--- src/rtl/pause_trigger_pkg.sv ---
package pause_trigger_pkg;

  typedef struct packed {
    logic issuePause;  // load configured duration into the frame quanta
    logic issueZero;   // load zero into the frame quanta
    logic clearTimer;  // restart the slot-time counter
    logic stepTimer;   // advance the slot-time counter
  } ctrlStrobes_t;

  function automatic int unsigned threshOffset(input logic [1:0] sel);
    case (sel)
      2'd0:    return 4;
      2'd1:    return 28;
      2'd2:    return 144;
      default: return 256;
    endcase
  endfunction

endpackage

--- src/rtl/pause_trigger_dp.sv ---
module pause_trigger_dp
  import pause_trigger_pkg::*;
#(
  parameter int PT_W        = 16,
  parameter int HOLD_CYCLES = 4
) (
  input  logic            clk,
  input  logic            rst,
  input  logic [PT_W-1:0] cfgPauseTime,
  input  logic [1:0]      cfgThreshSel,
  input  ctrlStrobes_t    str,
  output logic            atThresh,
  output logic [PT_W-1:0] quanta
);

  localparam int HC_W = (HOLD_CYCLES > 2) ? $clog2(HOLD_CYCLES) : 1;
  localparam logic [HC_W-1:0] HOLD_RELOAD = HC_W'(HOLD_CYCLES - 1);

  logic [PT_W-1:0] ptShadow;
  logic [HC_W-1:0] holdCnt;
  logic [PT_W-1:0] timer;
  logic [PT_W-1:0] offsetVal;
  logic [PT_W-1:0] threshPoint;

  // Captured duration, spaced at least HOLD_CYCLES cycles between updates
  always_ff @(posedge clk) begin
    if (rst) begin
      ptShadow <= '0;
      holdCnt  <= '0;
    end else if (holdCnt != '0) begin
      holdCnt <= holdCnt - 1'b1;
    end else if (cfgPauseTime != ptShadow) begin
      ptShadow <= cfgPauseTime;
      holdCnt  <= HOLD_RELOAD;
    end
  end

  always_comb begin
    offsetVal   = PT_W'(threshOffset(cfgThreshSel));
    threshPoint = (ptShadow > offsetVal) ? (ptShadow - offsetVal) : '0;
  end

  always_ff @(posedge clk) begin
    if (rst || str.clearTimer) timer <= '0;
    else if (str.stepTimer)    timer <= timer + 1'b1;
  end

  assign atThresh = (timer == threshPoint);

  always_ff @(posedge clk) begin
    if (rst)                 quanta <= '0;
    else if (str.issuePause) quanta <= ptShadow;
    else if (str.issueZero)  quanta <= '0;
  end

  // a fresh capture stays in place for the following three cycles
  p_cfg_spacing_r10: assert property (@(posedge clk) disable iff (rst)
    (ptShadow != $past(ptShadow)) |=> $stable(ptShadow) ##1 $stable(ptShadow) ##1 $stable(ptShadow))
    else $error("R10: pause duration captured too often");

  // the timer only restarts at zero or steps by one on a step strobe
  p_timer_step_r4: assert property (@(posedge clk) disable iff (rst)
    (timer != $past(timer)) |-> (timer == '0) || ($past(str.stepTimer) && timer == $past(timer) + 1'b1))
    else $error("R4: timer moved without a slot tick");

endmodule

--- src/rtl/pause_trigger_ctrl.sv ---
module pause_trigger_ctrl
  import pause_trigger_pkg::*;
(
  input  logic         clk,
  input  logic         rst,
  input  logic         cfgNoZeroQuanta,
  input  logic         slotTick,
  input  logic         flowCtrl,
  input  logic         txDone,
  input  logic         atThresh,
  output ctrlStrobes_t str,
  output logic         reqValid
);

  logic flowPrev;
  logic pauseActive;
  logic zeroOwed;
  logic pendZero;
  logic timing;

  logic fallEvt, doneEvt, zeroNow, startNow, refreshNow;

  always_comb begin
    fallEvt    = flowPrev && !flowCtrl && pauseActive;
    doneEvt    = txDone && reqValid;
    zeroNow    = (zeroOwed || (fallEvt && !cfgNoZeroQuanta)) && !reqValid;
    startNow   = flowCtrl && !pauseActive && !reqValid && !zeroNow;
    refreshNow = timing && atThresh && flowCtrl && pauseActive && !reqValid && !zeroOwed;

    str.issuePause = startNow || refreshNow;
    str.issueZero  = zeroNow;
    str.clearTimer = doneEvt && !pendZero;
    str.stepTimer  = timing && slotTick && !atThresh;
  end

  always_ff @(posedge clk) begin
    if (rst) begin
      flowPrev    <= 1'b0;
      pauseActive <= 1'b0;
      zeroOwed    <= 1'b0;
      pendZero    <= 1'b0;
      timing      <= 1'b0;
      reqValid    <= 1'b0;
    end else begin
      flowPrev <= flowCtrl;

      if (str.issuePause || str.issueZero) begin
        reqValid <= 1'b1;
        pendZero <= str.issueZero;
      end else if (doneEvt) begin
        reqValid <= 1'b0;
      end

      if (str.issuePause)
        pauseActive <= 1'b1;
      else if ((fallEvt && cfgNoZeroQuanta) || (doneEvt && pendZero))
        pauseActive <= 1'b0;

      if (zeroNow)
        zeroOwed <= 1'b0;
      else if (fallEvt && !cfgNoZeroQuanta && reqValid)
        zeroOwed <= 1'b1;

      if (fallEvt || refreshNow)
        timing <= 1'b0;
      else if (doneEvt && !pendZero)
        timing <= flowCtrl;
    end
  end

  // never two kinds of request issued in one cycle
  p_single_issue_r3: assert property (@(posedge clk) disable iff (rst)
    $onehot0({str.issuePause, str.issueZero}))
    else $error("R3: conflicting request strobes");

endmodule

--- src/rtl/pause_trigger.sv ---
module pause_trigger
  import pause_trigger_pkg::*;
#(
  parameter int PT_W        = 16,
  parameter int HOLD_CYCLES = 4
) (
  input  logic            clk,
  input  logic            rst,
  input  logic [PT_W-1:0] cfgPauseTime,
  input  logic [1:0]      cfgThreshSel,
  input  logic            cfgNoZeroQuanta,
  input  logic            slotTick,
  input  logic            flowCtrl,
  input  logic            txDone,
  output logic            frameReq,
  output logic [PT_W-1:0] frameQuanta
);

  ctrlStrobes_t str;
  logic         atThresh;

  pause_trigger_ctrl u_ctrl (
    .clk             (clk),
    .rst             (rst),
    .cfgNoZeroQuanta (cfgNoZeroQuanta),
    .slotTick        (slotTick),
    .flowCtrl        (flowCtrl),
    .txDone          (txDone),
    .atThresh        (atThresh),
    .str             (str),
    .reqValid        (frameReq)
  );

  pause_trigger_dp #(
    .PT_W        (PT_W),
    .HOLD_CYCLES (HOLD_CYCLES)
  ) u_dp (
    .clk          (clk),
    .rst          (rst),
    .cfgPauseTime (cfgPauseTime),
    .cfgThreshSel (cfgThreshSel),
    .str          (str),
    .atThresh     (atThresh),
    .quanta       (frameQuanta)
  );

  // a pending request holds with a stable value until acknowledged
  p_req_hold_r3: assert property (@(posedge clk) disable iff (rst)
    (frameReq && !txDone) |=> (frameReq && $stable(frameQuanta)))
    else $error("R3: request dropped or changed before done");

endmodule

--- config.mk ---
export PLATFORM = sky130hd
export DESIGN_NAME = pause_trigger
export DESIGN_NICKNAME = d
export VERILOG_FILES = /design/src/rtl/pause_trigger_pkg.sv /design/src/rtl/pause_trigger_dp.sv /design/src/rtl/pause_trigger_ctrl.sv /design/src/rtl/pause_trigger.sv
export SDC_FILE = /design/constraint.sdc
export NUM_CORES = 1
export LEC_CHECK = 0
export BUFFER_PORTS_ARGS = -buffer_cell sky130_fd_sc_hd__buf_2
export CAP_MARGIN = 10
export CORE_ASPECT_RATIO = 0.6
export CORE_MARGIN = 4
export CORE_UTILIZATION = 55
export CTS_BUF_LIST = sky130_fd_sc_hd__clkbuf_4
export DETAILED_ROUTE_END_ITERATION = 12
export GPL_ROUTABILITY_DRIVEN = 0
export MAX_ROUTING_LAYER = met4
export PLACE_DENSITY_LB_ADDON = 0.12
export SLEW_MARGIN = 15
export SYNTH_ARGS = -nofsm -noshare
export SYNTH_HDL_FRONTEND = slang
export SYNTH_SLANG_ARGS = --single-unit
--- constraint.sdc ---
create_clock -name clk -period 3.8 [get_ports clk]
set_clock_uncertainty 0.2 [all_clocks]
set_input_delay 0.19 -clock clk [delete_from_list [all_inputs] [get_ports clk]]
set_output_delay 0.19 -clock clk [all_outputs]
set_load 0.02 [all_outputs]
==> reports/metrics.yaml <==
timing:
  report.final.hold_viol_count: 0
  setup_slack_ns: -0.126
  finalCritPeriodShare_pct: 103
  rsz0062_at_grt: "true"
  finalSetupTns_ns: -1.16
  setup_viol: 15
  worst_pin_slew_ns: 1.06
  min_period_ns: 3.93
  relSlewSlack_pct: 28.8
  fmax_mhz: 255
  slew_violations: 0
grt:
  antenna_found_initial: 0
  overflow: 0
  grt_util_all_layers_pct: 28.1
  grt_pass1_wl_um: 17800
  grt_pass1_vias: 3522
  grt_max_degree: 44
route:
  firstDrtPassIters: 5
  dr_wl_met2_um: 5050
  routed_via_density: 6.12
  wirelength_um: 11700
  topRoutingLayerUsed: "met4"
  wl_per_cell_um: 18.5
  vias: 3862
  ant_nets: 0
  wl_met1_um: 5210
  drc: 0
  drt-initial-drc-count: 453
  wl_met3_um: 1260
worst_setup_path:
  crit_chain: "or4_4 -> or4_4 -> or4_4 -> and3_4 -> a2111o_1 -> nor4b_4 -> a31oi_2 -> nor4b_4 -> buf_4 -> clkbuf_16 -> mux2i_1"
  cp.arrival_ns: 4.09
  r2r_slack_ns: -0.13
  crit_top_cell: "or4_4"
  start_kind: "register"
  rr_endpoint: "u_dp.quanta[5]"
  cp.buffers_inverters: 2
  critical_path_class: "register to register"
  crit_path_max_fanout: 5
  critPathRequiredTime_ns: 3.96
  r2r_cells: 11
  crit_slowest_cell: "or4_4"
  end_kind: "register"
  cp_top_family: "simple AND/OR/NAND/NOR gates"
  critPathLaunch: "u_dp.ptShadow[9]"
  rr_startpoint: "u_dp.ptShadow[9]"
  max_stage_delay_ns: 0.53
clocking:
  cts_root_buf: "clkbuf_4"
  cts.clk_slew.worst_paths_ns: 0.19
  clock_latency_ns: 0.43
  cts_tree: "yes"
  cts.sinks: 56
  htreeDepth: 2
  cts_buffers: 5
  cts_max_path_buffers: 2
synth:
  netlist_area_mm2: 0.00374
  synth_cell_types: 65
  ys_seq_elements: 56
  avgSynthCellArea_um2: 8.27
  async_flop_share_pct: 0
  ys_seq_area_share_pct: 30.0
  ys_warn_count: 0
  synth_cells: 452
  synth_edf_count: 0
  syn-num-nets: 489
  ys.flop_type: "dfxtp_1"
finish:
  nFillCells: 436
  fin_area_mm2: 0.00487
  final_cells: 631
  area_delta_synth_final_pct: 30.3
  drive_gt1_share_pct: 27.3
  nNetsFinal: 582
floorplanning:
  start_util_pct: 58.8
  die_w_um: 114
  coreArea_mm2: 0.00636
  die_area_mm2: 0.00823
  die_y_um: 71.9
  num_io_pins: 41
  fp-row-count: 22
placement:
  io_buffer_count: 40
  dp_cells: 596
  dpl-instance-area_mm2: 0.00437
  place_ws_ns: -0.350
  dp_hpwl_um: 7970
power_and_ir_drop:
  p_per_area_mw_per_mm2: 361
  p_leak_nw: 2.12
  peakVddDrop_mv: 0.204
  power_mw: 1.76
outcome:
  failed_checks: "negative setup slack"
  status: "finished, violations left"
hold_path:
  min_to: "u_dp.timer[9]"
  min_path_cells: 5
  hp-start: "slotTick"
  hold_path.class: "input port to register"
run:
  cap_violations: 0
## Yosys cell counts, drive strengths merged (3+ instances only)
cell type | number | area, µm²
xnor2 | 24 | 210
o31ai | 3 | 22.5
nand4 | 10 | 62.6
nor2b | 5 | 31.3
nand2 | 37 | 139
a21oi | 15 | 75.1
nor3b | 3 | 22.5
and3 | 12 | 75.1
nand3 | 7 | 35.0
nand2b | 17 | 106
nor3 | 12 | 60.1
o31a | 3 | 26.3
dfxtp | 56 | 1120
nor2 | 47 | 176
mux2i | 37 | 370
a31oi | 8 | 50.1
buf | 7 | 60.1
o211a | 3 | 30.0
and2 | 3 | 18.8
inv | 16 | 60.1
xor2 | 3 | 26.3
mux2 | 3 | 33.8
ha | 12 | 150
a31o | 5 | 43.8
nor4 | 7 | 43.8
or3 | 9 | 56.3
nor4b | 4 | 56.3
a211oi | 5 | 37.5
a21o | 4 | 30.0
clkbuf | 21 | 78.8
o21ai | 14 | 70.1
or4 | 7 | 60.1
## cells in the final DEF (no fill, tap or decap), types with 4 or more instances in the layout
master         netlist  final
dfxtp_1             56     51
xnor2_1             24     24
a211oi_1             5      4
nand4_1             10     10
o21ai_0             14     12
and3_1              12      9
inv_1               16     13
nor4_1               7      7
buf_4                0     48
a31oi_1              8      6
ha_1                12      9
nor2_1              47     47
a21o_1               4      4
dfxtp_2              0      4
or3_1                9      8
dlygate4sd3_1        0     19
clkbuf_4             0      5
a21oi_1             15     15
mux2i_1             37     35
or4_1                5      4
buf_2                2     40
nand2_1             37     36
nand2b_1            17     17
a31o_2               4      4
nor2b_1              5      5
nor3_1              12     11
nand3_1              7      7
## registers in the layout, indices dropped and copies added, names as in the netlist
signal              flops
u_ctrl.flowPrev         1
u_ctrl.pauseActive      1
u_ctrl.pendZero         1
u_ctrl.reqValid         1
u_ctrl.timing           1
u_ctrl.zeroOwed         1
u_dp.holdCnt            2
u_dp.ptShadow          16
u_dp.quanta            16
u_dp.timer             16
## repair_timing
action                                 4_1_cts  5_1_grt
pin swaps                                    4        4
resized for setup                           11       22
hold buffers                                19        0
buffers inserted                             4        1
endpoints found under the hold margin       21        0
gates cloned                                 2        2
setup endpoints to repair                   16       34
## kinds of logic after synthesis
group                      after synthesis  synth area share [%]
and+or+nand+nor                        191                  27.6
adders and majority gates               13                  4.55
muxes                                   40                  10.8
AOI/OAI and AO/OA                       81                  15.4
xor gates and xnor gates                27                  6.32
DFF                                     56                  30.0
buffers and inverters                   44                  5.32
## routing by layer
layer | GRT usage, % | vias up
li1 | - | 1817
met1 | 38.8 | 1832
met5 | - | -
met4 | 6.06 | 0
met3 | 8.27 | 22
met2 | 40.7 | 191
## per-stage QoR
step,hold slack [ns],utilization [%]
6_report,0.0474,76.7
4_1_cts,0.0415,74.6
2_1_floorplan,0.0728,-
3_5_place_dp,0.247,68.7
5_1_grt,0.0552,76.6
3_3_place_gp,0.240,68.7
## worst max-delay path by stage
stage / to / cells past startpoint / slack [ns]
finish: u_dp.quanta[5] / 11 / -0.13
global route: u_dp.quanta[10] / 15 / -0.24
CTS: u_dp.quanta[12] / 10 / -0.07
detailed placement: u_dp.quanta[7] / 17 / -0.35
global placement: u_dp.quanta[3] / 15 / -0.17
floorplan: u_dp.quanta[13] / 16 / -0.07
## where the power goes
part / internal (mW) / total, mW / leakage (nW) / switching, mW
Combinational: 0.366 / 0.749 / 1.61 / 0.383
Sequential: 0.620 / 0.653 / 0.459 / 0.0329
Clock: 0.142 / 0.357 / 0.0471 / 0.215
Total: 1.13 / 1.76 / 2.12 / 0.631
## final cells by class
class	count	area (µm²)	share of cell area, %
sequential	56	1130	23.2
multi-input combinational	352	2580	53.0
clock inverter	3	46.3	0.950
clock buffer	5	37.5	0.770
timing repair buffer	114	888	18.2
antenna	1	2.50	0.0513
inverter	16	80.1	1.64
tap	84	105	2.16
## tightest hold or removal path, cell delays in order
cell and delay, ns:
buf_2 0.12, nand2_1 0.13, nor4_1 0.08, nand4_1 0.08, nand2_1 0.05
Note: power is estimated with default switching activity, not from simulation.
